==> config.mk <==
export PLATFORM = sky130hd
export DESIGN_NAME = fpadd_pipe
export DESIGN_NICKNAME = d
export VERILOG_FILES = /design/src/rtl/fpadd_pkg.sv /design/src/rtl/fpadd_cmp.sv /design/src/rtl/fpadd_align.sv /design/src/rtl/fpadd_lzc.sv /design/src/rtl/fpadd_norm.sv /design/src/rtl/fpadd_pipe.sv
export SDC_FILE = /design/constraint.sdc
export NUM_CORES = 1
export LEC_CHECK = 0
export ABC_CLOCK_PERIOD_IN_PS = 5440
export BUFFER_PORTS_ARGS = -buffer_cell sky130_fd_sc_hd__buf_4
export CAP_MARGIN = 40
export CORE_UTILIZATION = 50
export DETAILED_ROUTE_END_ITERATION = 6
export PLACE_DENSITY = 0.7
export SYNTH_ARGS = -nofsm -noshare
export SYNTH_HDL_FRONTEND = slang
export SYNTH_HIERARCHICAL = 1
export SYNTH_SLANG_ARGS = --single-unit
==> constraint.sdc <==
create_clock -name clk -period 5.44 [get_ports clk]
set_input_delay 1.36 -clock clk [delete_from_list [all_inputs] [get_ports clk]]
set_output_delay 1.36 -clock clk [all_outputs]
set_load 0.02 [all_outputs]
==> src/rtl/fpadd_pkg.sv <==
package fpadd_pkg;
  localparam int STAGES = 4;

  typedef enum logic [1:0] {
    RES_NORM  = 2'd0,
    RES_CARRY = 2'd1,
    RES_ZERO  = 2'd2
  } res_kind_e;
endpackage

==> src/rtl/fpadd_cmp.sv <==
module fpadd_cmp #(
  parameter int FRAC_W = 8,
  parameter int EXP_W  = 6
) (
  input  logic              clk,
  input  logic              rst,
  input  logic              in_valid,
  input  logic              a_sign,
  input  logic [FRAC_W-1:0] a_frac,
  input  logic [EXP_W-1:0]  a_exp,
  input  logic              b_sign,
  input  logic [FRAC_W-1:0] b_frac,
  input  logic [EXP_W-1:0]  b_exp,
  output logic              s1_valid,
  output logic              big_sign,
  output logic [FRAC_W-1:0] big_frac,
  output logic              sml_sign,
  output logic [FRAC_W-1:0] sml_frac,
  output logic [EXP_W-1:0]  exp_r,
  output logic [EXP_W-1:0]  shift_t
);
  logic [EXP_W:0] diff;
  logic [EXP_W:0] diff_neg;
  logic           a_ge;

  always_comb begin
    diff     = {a_exp[EXP_W-1], a_exp} - {b_exp[EXP_W-1], b_exp};
    diff_neg = -diff;
    a_ge     = ~diff[EXP_W];
  end

  always_ff @(posedge clk) begin
    if (rst) s1_valid <= 1'b0;
    else     s1_valid <= in_valid;
    if (a_ge) begin
      big_sign <= a_sign;
      big_frac <= a_frac;
      sml_sign <= b_sign;
      sml_frac <= b_frac;
      exp_r    <= a_exp;
      shift_t  <= diff[EXP_W-1:0];
    end else begin
      big_sign <= b_sign;
      big_frac <= b_frac;
      sml_sign <= a_sign;
      sml_frac <= a_frac;
      exp_r    <= b_exp;
      shift_t  <= diff_neg[EXP_W-1:0];
    end
  end
endmodule

==> src/rtl/fpadd_align.sv <==
module fpadd_align #(
  parameter int FRAC_W = 8,
  parameter int EXP_W  = 6
) (
  input  logic              clk,
  input  logic              rst,
  input  logic              s1_valid,
  input  logic              big_sign,
  input  logic [FRAC_W-1:0] big_frac,
  input  logic              sml_sign,
  input  logic [FRAC_W-1:0] sml_frac,
  input  logic [EXP_W-1:0]  exp_r,
  input  logic [EXP_W-1:0]  shift_t,
  output logic              s2_valid,
  output logic              c_sign,
  output logic [FRAC_W:0]   c_mag,
  output logic [EXP_W-1:0]  s2_exp
);
  logic [FRAC_W-1:0] aligned;
  logic [FRAC_W:0]   raw;
  logic              raw_sign;

  always_comb begin
    if (32'(shift_t) >= 32'(FRAC_W)) aligned = '0;
    else                             aligned = sml_frac >> shift_t;

    if (big_sign == sml_sign) begin
      raw      = {1'b0, big_frac} + {1'b0, aligned};
      raw_sign = big_sign;
    end else if (big_frac >= aligned) begin
      raw      = {1'b0, big_frac} - {1'b0, aligned};
      raw_sign = big_sign;
    end else begin
      raw      = {1'b0, aligned} - {1'b0, big_frac};
      raw_sign = sml_sign;
    end
  end

  always_ff @(posedge clk) begin
    if (rst) s2_valid <= 1'b0;
    else     s2_valid <= s1_valid;
    c_sign <= raw_sign;
    c_mag  <= raw;
    s2_exp <= exp_r;
  end
endmodule

==> src/rtl/fpadd_lzc.sv <==
module fpadd_lzc
  import fpadd_pkg::*;
#(
  parameter int FRAC_W = 8,
  parameter int EXP_W  = 6,
  localparam int LZ_W  = $clog2(FRAC_W + 1)
) (
  input  logic              clk,
  input  logic              rst,
  input  logic              s2_valid,
  input  logic              c_sign,
  input  logic [FRAC_W:0]   c_mag,
  input  logic [EXP_W-1:0]  s2_exp,
  output logic              s3_valid,
  output logic              s3_sign,
  output logic [FRAC_W:0]   s3_mag,
  output logic [EXP_W-1:0]  s3_exp,
  output logic [LZ_W-1:0]   s3_lz,
  output res_kind_e         s3_kind
);
  logic [LZ_W-1:0] lz;
  logic            found;
  res_kind_e       kind;

  always_comb begin
    lz    = '0;
    found = 1'b0;
    for (int i = FRAC_W - 1; i >= 0; i--) begin
      if (!found && c_mag[i]) begin
        lz    = LZ_W'(FRAC_W - 1 - i);
        found = 1'b1;
      end
    end
    if (c_mag == '0)      kind = RES_ZERO;
    else if (c_mag[FRAC_W]) kind = RES_CARRY;
    else                  kind = RES_NORM;
  end

  always_ff @(posedge clk) begin
    if (rst) s3_valid <= 1'b0;
    else     s3_valid <= s2_valid;
    s3_sign <= c_sign;
    s3_mag  <= c_mag;
    s3_exp  <= s2_exp;
    s3_lz   <= lz;
    s3_kind <= kind;
  end
endmodule

==> src/rtl/fpadd_norm.sv <==
module fpadd_norm
  import fpadd_pkg::*;
#(
  parameter int FRAC_W = 8,
  parameter int EXP_W  = 6,
  localparam int LZ_W  = $clog2(FRAC_W + 1),
  localparam int OE_W  = EXP_W + 2
) (
  input  logic              clk,
  input  logic              rst,
  input  logic              s3_valid,
  input  logic              s3_sign,
  input  logic [FRAC_W:0]   s3_mag,
  input  logic [EXP_W-1:0]  s3_exp,
  input  logic [LZ_W-1:0]   s3_lz,
  input  res_kind_e         s3_kind,
  output logic              out_valid,
  output logic              out_sign,
  output logic [FRAC_W-1:0] out_frac,
  output logic [OE_W-1:0]   out_exp
);
  logic [OE_W-1:0]   r_ext;
  logic [OE_W-1:0]   n_exp;
  logic [FRAC_W-1:0] n_frac;
  logic              n_sign;

  always_comb begin
    r_ext = {{2{s3_exp[EXP_W-1]}}, s3_exp};
    unique case (s3_kind)
      RES_ZERO: begin
        n_frac = '0;
        n_exp  = '0;
        n_sign = 1'b0;
      end
      RES_CARRY: begin
        n_frac = s3_mag[FRAC_W:1];
        n_exp  = r_ext + OE_W'(1);
        n_sign = s3_sign;
      end
      default: begin
        n_frac = s3_mag[FRAC_W-1:0] << s3_lz;
        n_exp  = r_ext - OE_W'(s3_lz);
        n_sign = s3_sign;
      end
    endcase
  end

  always_ff @(posedge clk) begin
    if (rst) out_valid <= 1'b0;
    else     out_valid <= s3_valid;
    out_sign <= n_sign;
    out_frac <= n_frac;
    out_exp  <= n_exp;
  end
endmodule

==> src/rtl/fpadd_pipe.sv <==
module fpadd_pipe
  import fpadd_pkg::*;
#(
  parameter int FRAC_W = 8,
  parameter int EXP_W  = 6
) (
  input  logic              clk,
  input  logic              rst,
  input  logic              in_valid,
  input  logic              a_sign,
  input  logic [FRAC_W-1:0] a_frac,
  input  logic [EXP_W-1:0]  a_exp,
  input  logic              b_sign,
  input  logic [FRAC_W-1:0] b_frac,
  input  logic [EXP_W-1:0]  b_exp,
  output logic              out_valid,
  output logic              out_sign,
  output logic [FRAC_W-1:0] out_frac,
  output logic [EXP_W+1:0]  out_exp
);
  localparam int LZ_W = $clog2(FRAC_W + 1);

  logic              s1_valid, big_sign, sml_sign;
  logic [FRAC_W-1:0] big_frac, sml_frac;
  logic [EXP_W-1:0]  exp_r, shift_t;

  logic              s2_valid, c_sign;
  logic [FRAC_W:0]   c_mag;
  logic [EXP_W-1:0]  s2_exp;

  logic              s3_valid, s3_sign;
  logic [FRAC_W:0]   s3_mag;
  logic [EXP_W-1:0]  s3_exp;
  logic [LZ_W-1:0]   s3_lz;
  res_kind_e         s3_kind;

  fpadd_cmp #(.FRAC_W(FRAC_W), .EXP_W(EXP_W)) u_cmp (
    .clk(clk), .rst(rst), .in_valid(in_valid),
    .a_sign(a_sign), .a_frac(a_frac), .a_exp(a_exp),
    .b_sign(b_sign), .b_frac(b_frac), .b_exp(b_exp),
    .s1_valid(s1_valid), .big_sign(big_sign), .big_frac(big_frac),
    .sml_sign(sml_sign), .sml_frac(sml_frac), .exp_r(exp_r), .shift_t(shift_t)
  );

  fpadd_align #(.FRAC_W(FRAC_W), .EXP_W(EXP_W)) u_align (
    .clk(clk), .rst(rst), .s1_valid(s1_valid),
    .big_sign(big_sign), .big_frac(big_frac),
    .sml_sign(sml_sign), .sml_frac(sml_frac),
    .exp_r(exp_r), .shift_t(shift_t),
    .s2_valid(s2_valid), .c_sign(c_sign), .c_mag(c_mag), .s2_exp(s2_exp)
  );

  fpadd_lzc #(.FRAC_W(FRAC_W), .EXP_W(EXP_W)) u_lzc (
    .clk(clk), .rst(rst), .s2_valid(s2_valid),
    .c_sign(c_sign), .c_mag(c_mag), .s2_exp(s2_exp),
    .s3_valid(s3_valid), .s3_sign(s3_sign), .s3_mag(s3_mag),
    .s3_exp(s3_exp), .s3_lz(s3_lz), .s3_kind(s3_kind)
  );

  fpadd_norm #(.FRAC_W(FRAC_W), .EXP_W(EXP_W)) u_norm (
    .clk(clk), .rst(rst), .s3_valid(s3_valid),
    .s3_sign(s3_sign), .s3_mag(s3_mag), .s3_exp(s3_exp),
    .s3_lz(s3_lz), .s3_kind(s3_kind),
    .out_valid(out_valid), .out_sign(out_sign),
    .out_frac(out_frac), .out_exp(out_exp)
  );
endmodule

==> metrics.md <==
| Metric | Value |
|---|---|
| RSZ-0062 raised after global routing | no |
| CP required | 5680 ps |
| Synth Area in Adders | 12.92% |
| Tcrit/Tclk final | 63.89% |
| Via-to-Cell Ratio | 5.275 |
| Leakage | 2.472 nW |
| Final hold vios | 0 |
| Final slew viol count | 0 |
| DP Wirelength | 7543 µm |
| Mux contribution to synthesized area | a little under a tenth |
| Top Ports | 51 |
| Data arrival, critical path | 3720 ps |
| Slew @ Worst Pin | approximately 950 ps |
| Area Growth Syn to Fin | 12.40% |
| Vias in the first global route | 3,716 |
| Min-Delay Path Class | flop to flop |
| Total power | 2.440 mW |
| Core area | 9328 µm² |
| GPL Wtd Cong | 0.9033 |
| PortBufs | 50 |
| Number of clock sinks | 87 |
| CTS clk-pin slew, worst paths | 100 ps |
| DRC | 0 |
| Vert. Die Dim | around 100 µm |
| Setup TNS | 0 ps |
| Crit. End Element | flop |
| Post-synth ARST share | 0% |
| Routed WL | 9485 µm |
| Post-Synth Simple-Gate Area | between 15 and 20% |
| Diodes inserted | 0 |
| Worst setup margin | 1965 ps |
| Fillers | between 800 and 900 |
| Clock tree root driver cell | clkbuf_8 |
| Startpoint Class | flop |
| Syn Area/Cell | 9.497 µm² |
| Hold Path Stages | 0 |
| Critical path type | flop to flop |
| Worst r2r src | u_cmp/shift_t[0]$_DFF_P_ |
| R2r setup slk | approximately 2000 ps |
| Reg2Reg Depth | 13 |
| Syn nets | a little under 600 |
| Iter 0 DRT Violations | 154 |
| Fin nets | 630 |
| Status | finished clean |
| Worst r2r dst | u_align/c_mag[7]$_DFF_P_ |
| Post-route cell area | approximately 5400 µm² |
| Netlist cell types | 74 |
| Fmax | 287.7 MHz |
| Relative slew slack | between 30% and 40% |
| Xor/xnor share of the synthesized area | 3.255% |
| Mapped Cells | 510 |
| Post-DR wirelength/cell | 13.87 µm |
| Mapped Area | just under 5000 µm² |
| Postcts setup bufs | 0 |
| CTS Buffer Depth | 2 |
| Skew-Pair Late Insertion Delay | 350 ps |
| Share of layout cells above drive strength 1 | 21.80% |
| Starting density of the core | 51.92% |
| H-tree levels | 3 |
| Die X | between 100 and 150 µm |
| First-pass GRT wire length | 16,130 µm |
| Max Cap Viol | 0 |
| Pin count of the biggest net entering global routing | 19 |
| Die area | 10,080 µm² |
| Pre-CTS WS | between 1500 and 2000 ps |
| Area contributors post-synth | dfxtp_1 (36%), ha_1 (11%), mux2_2 (4.9%) |
| Post-DRT Antenna Nets | 0 |
| Total track usage | 20.32% |
| Post-synth top flop | dfxtp_1 |
| Peak supply drop | 0.0001873 V |
| Num CTS Buffers | 9 |
| Layout Skew | ~9.6 ps |
| # resized after CTS | 0 |
| CTS tree | built |
| # hold bufs at CTS | 0 |
| Hold Startpoint | u_align/s2_exp[5]$_DFF_P_ |
| Compound-Gate Fraction of Synth Area | between 15 and 20% |
| FF+latch area | 1742 µm² |
| Largest family of logic cells by synthesized area | compound AO/OA/AOI/OAI gates |
| Share of the synthesized area in the top cell type | about 36% |
| Area of the multi-input gates | 2813 µm² |
| DR vias | 3,608 |
| Placed Area | 5249 µm² |
| Worst Hold End | u_lzc/s3_exp[5]$_DFF_P_ |
| DRT Pass-1 Iters | 4 |
| EDFF count, synth | 0 |
| Setup-failing EPs final | 0 |
| Seq/Total Area, Yosys | a little over a third |
| Synth warnings | 6 |
| Yosys top cell by area | dfxtp_1 |
| Pwr per Cell Area | 448.1 nW/µm² |
| GRT overflow | 0 |
| Fin crit period | 3475 ps |
| Row count | 35 |
| Crit path max fanout | 13 |
| Synthesized flop and latch total | 87 |
| Initial antenna violation count | 0 |
sequential cells by signal (all words and copies together) (netlist names):
register          count
u_cmp/shift_t         6
u_cmp/sml_sign        1
u_lzc/s3_sign         1
u_norm/out_sign       1
u_align/c_sign        1
u_cmp/big_sign        1
u_cmp/sml_frac        8
u_cmp/s1_valid        1
u_lzc/s3_exp          6
u_align/c_mag         9
u_lzc/s3_lz           3
u_cmp/exp_r           6
u_norm/out_exp        7
u_norm/out_frac       8
u_lzc/s3_kind         2
u_align/s2_valid      1
u_norm/out_valid      1
u_lzc/s3_valid        1
u_align/s2_exp        6
u_lzc/s3_mag          9
u_cmp/big_frac        8
worst max-delay path, stage by stage (launching register included):
cell      delay [ps]
dfxtp_1          570
mux2i_1          290
nor3_1            70
a21oi_1          130
nor2_1            50
a21oi_1          200
nor2_1            90
ha_1             580
a21o_2           230
a31oi_4           40
o211ai_4         420
nor3b_1          410
o31ai_2          110
xor2_1           170
metal layers:
metal / share of wire (%) / routed length, µm / up-vias / global-route usage [%]
li1: - / - / 1848 / -
met1: 44 / 4141 / 1674 / 21.33
met2: 51 / 4822 / 63 / 38.94
met3: 2.8 / 261 / 23 / 3.691
met4: 2.8 / 261 / 0 / 9.365
met5: 0 / 0 / - / 0
through the flow:
step           hold slack, ps  util (%)  instances
6_report                332.3     58.36        684
3_5_place_dp            312.8     56.27        668
4_1_cts                 335.8     58.36        684
3_3_place_gp            311.6     56.27        668
5_1_grt                 342.4     58.36        684
2_1_floorplan           309.6         -        510
worst max-delay path by stage:
stage                                  start                        end  slack [ps]
finish              u_cmp/shift_t[0]$_DFF_P_   u_align/c_mag[7]$_DFF_P_        1960
global route        u_cmp/shift_t[0]$_DFF_P_   u_align/c_mag[7]$_DFF_P_        1720
CTS                 u_cmp/shift_t[0]$_DFF_P_   u_align/c_mag[7]$_DFF_P_        2000
detailed placement                  a_exp[0]  u_cmp/big_frac[3]$_DFF_P_        1670
global placement                    a_exp[0]  u_cmp/big_frac[0]$_DFF_P_        1750
floorplan                           a_exp[0]  u_cmp/big_frac[6]$_DFF_P_        2150
layout by cell type (no fill, tap or decap), types with 7 or more instances in the layout:
cell type	n
mux2i_1	20
a21oi_1	22
nand2b_1	7
nand2_1	31
or2_2	8
dfxtp_1	87
ha_1	42
o21ai_0	29
clkbuf_8	10
nor3_1	11
xnor2_1	12
nor2b_1	13
nor2_1	30
mux2_2	21
inv_1	42
buf_4	50
final cells by class:
cell class,count,area share (%)
multi-input combinational,360,51.67
sequential,87,31.99
timing repair buffer,50,6.895
tap,129,2.965
inverter,42,2.896
clock buffer,10,2.528
clock inverter,6,1.057
cells in the mapped netlist, types with 7 or more instances:
cell type  instances
clkbuf_1           9
xnor2_1           12
inv_1             42
mux2_2            21
dfxtp_1           87
nor2b_1           13
nand2_1           31
nor3_1            11
o21ai_0           29
or2_2              8
a21oi_1           22
mux2i_1           20
ha_1              42
nand2b_1           7
nor2_1            30
report_power, final:
part | switching (mW) | internal, mW
logic | 0.540 | 0.487
registers | 0.145 | 0.821
clock network | 0.255 | 0.192
logic make-up after synthesis:
| family | count (synthesis) |
|---|---|
| other | 1 |
| buffers and inverters | 63 |
| multiplexers | 42 |
| AND/OR/NAND/NOR | 139 |
| XOR/XNOR | 18 |
| adder cells (fa/ha/maj) | 47 |
| AO/OA/AOI/OAI | 113 |
| flip-flops | 87 |
Power figures use the tool's default switching activity.
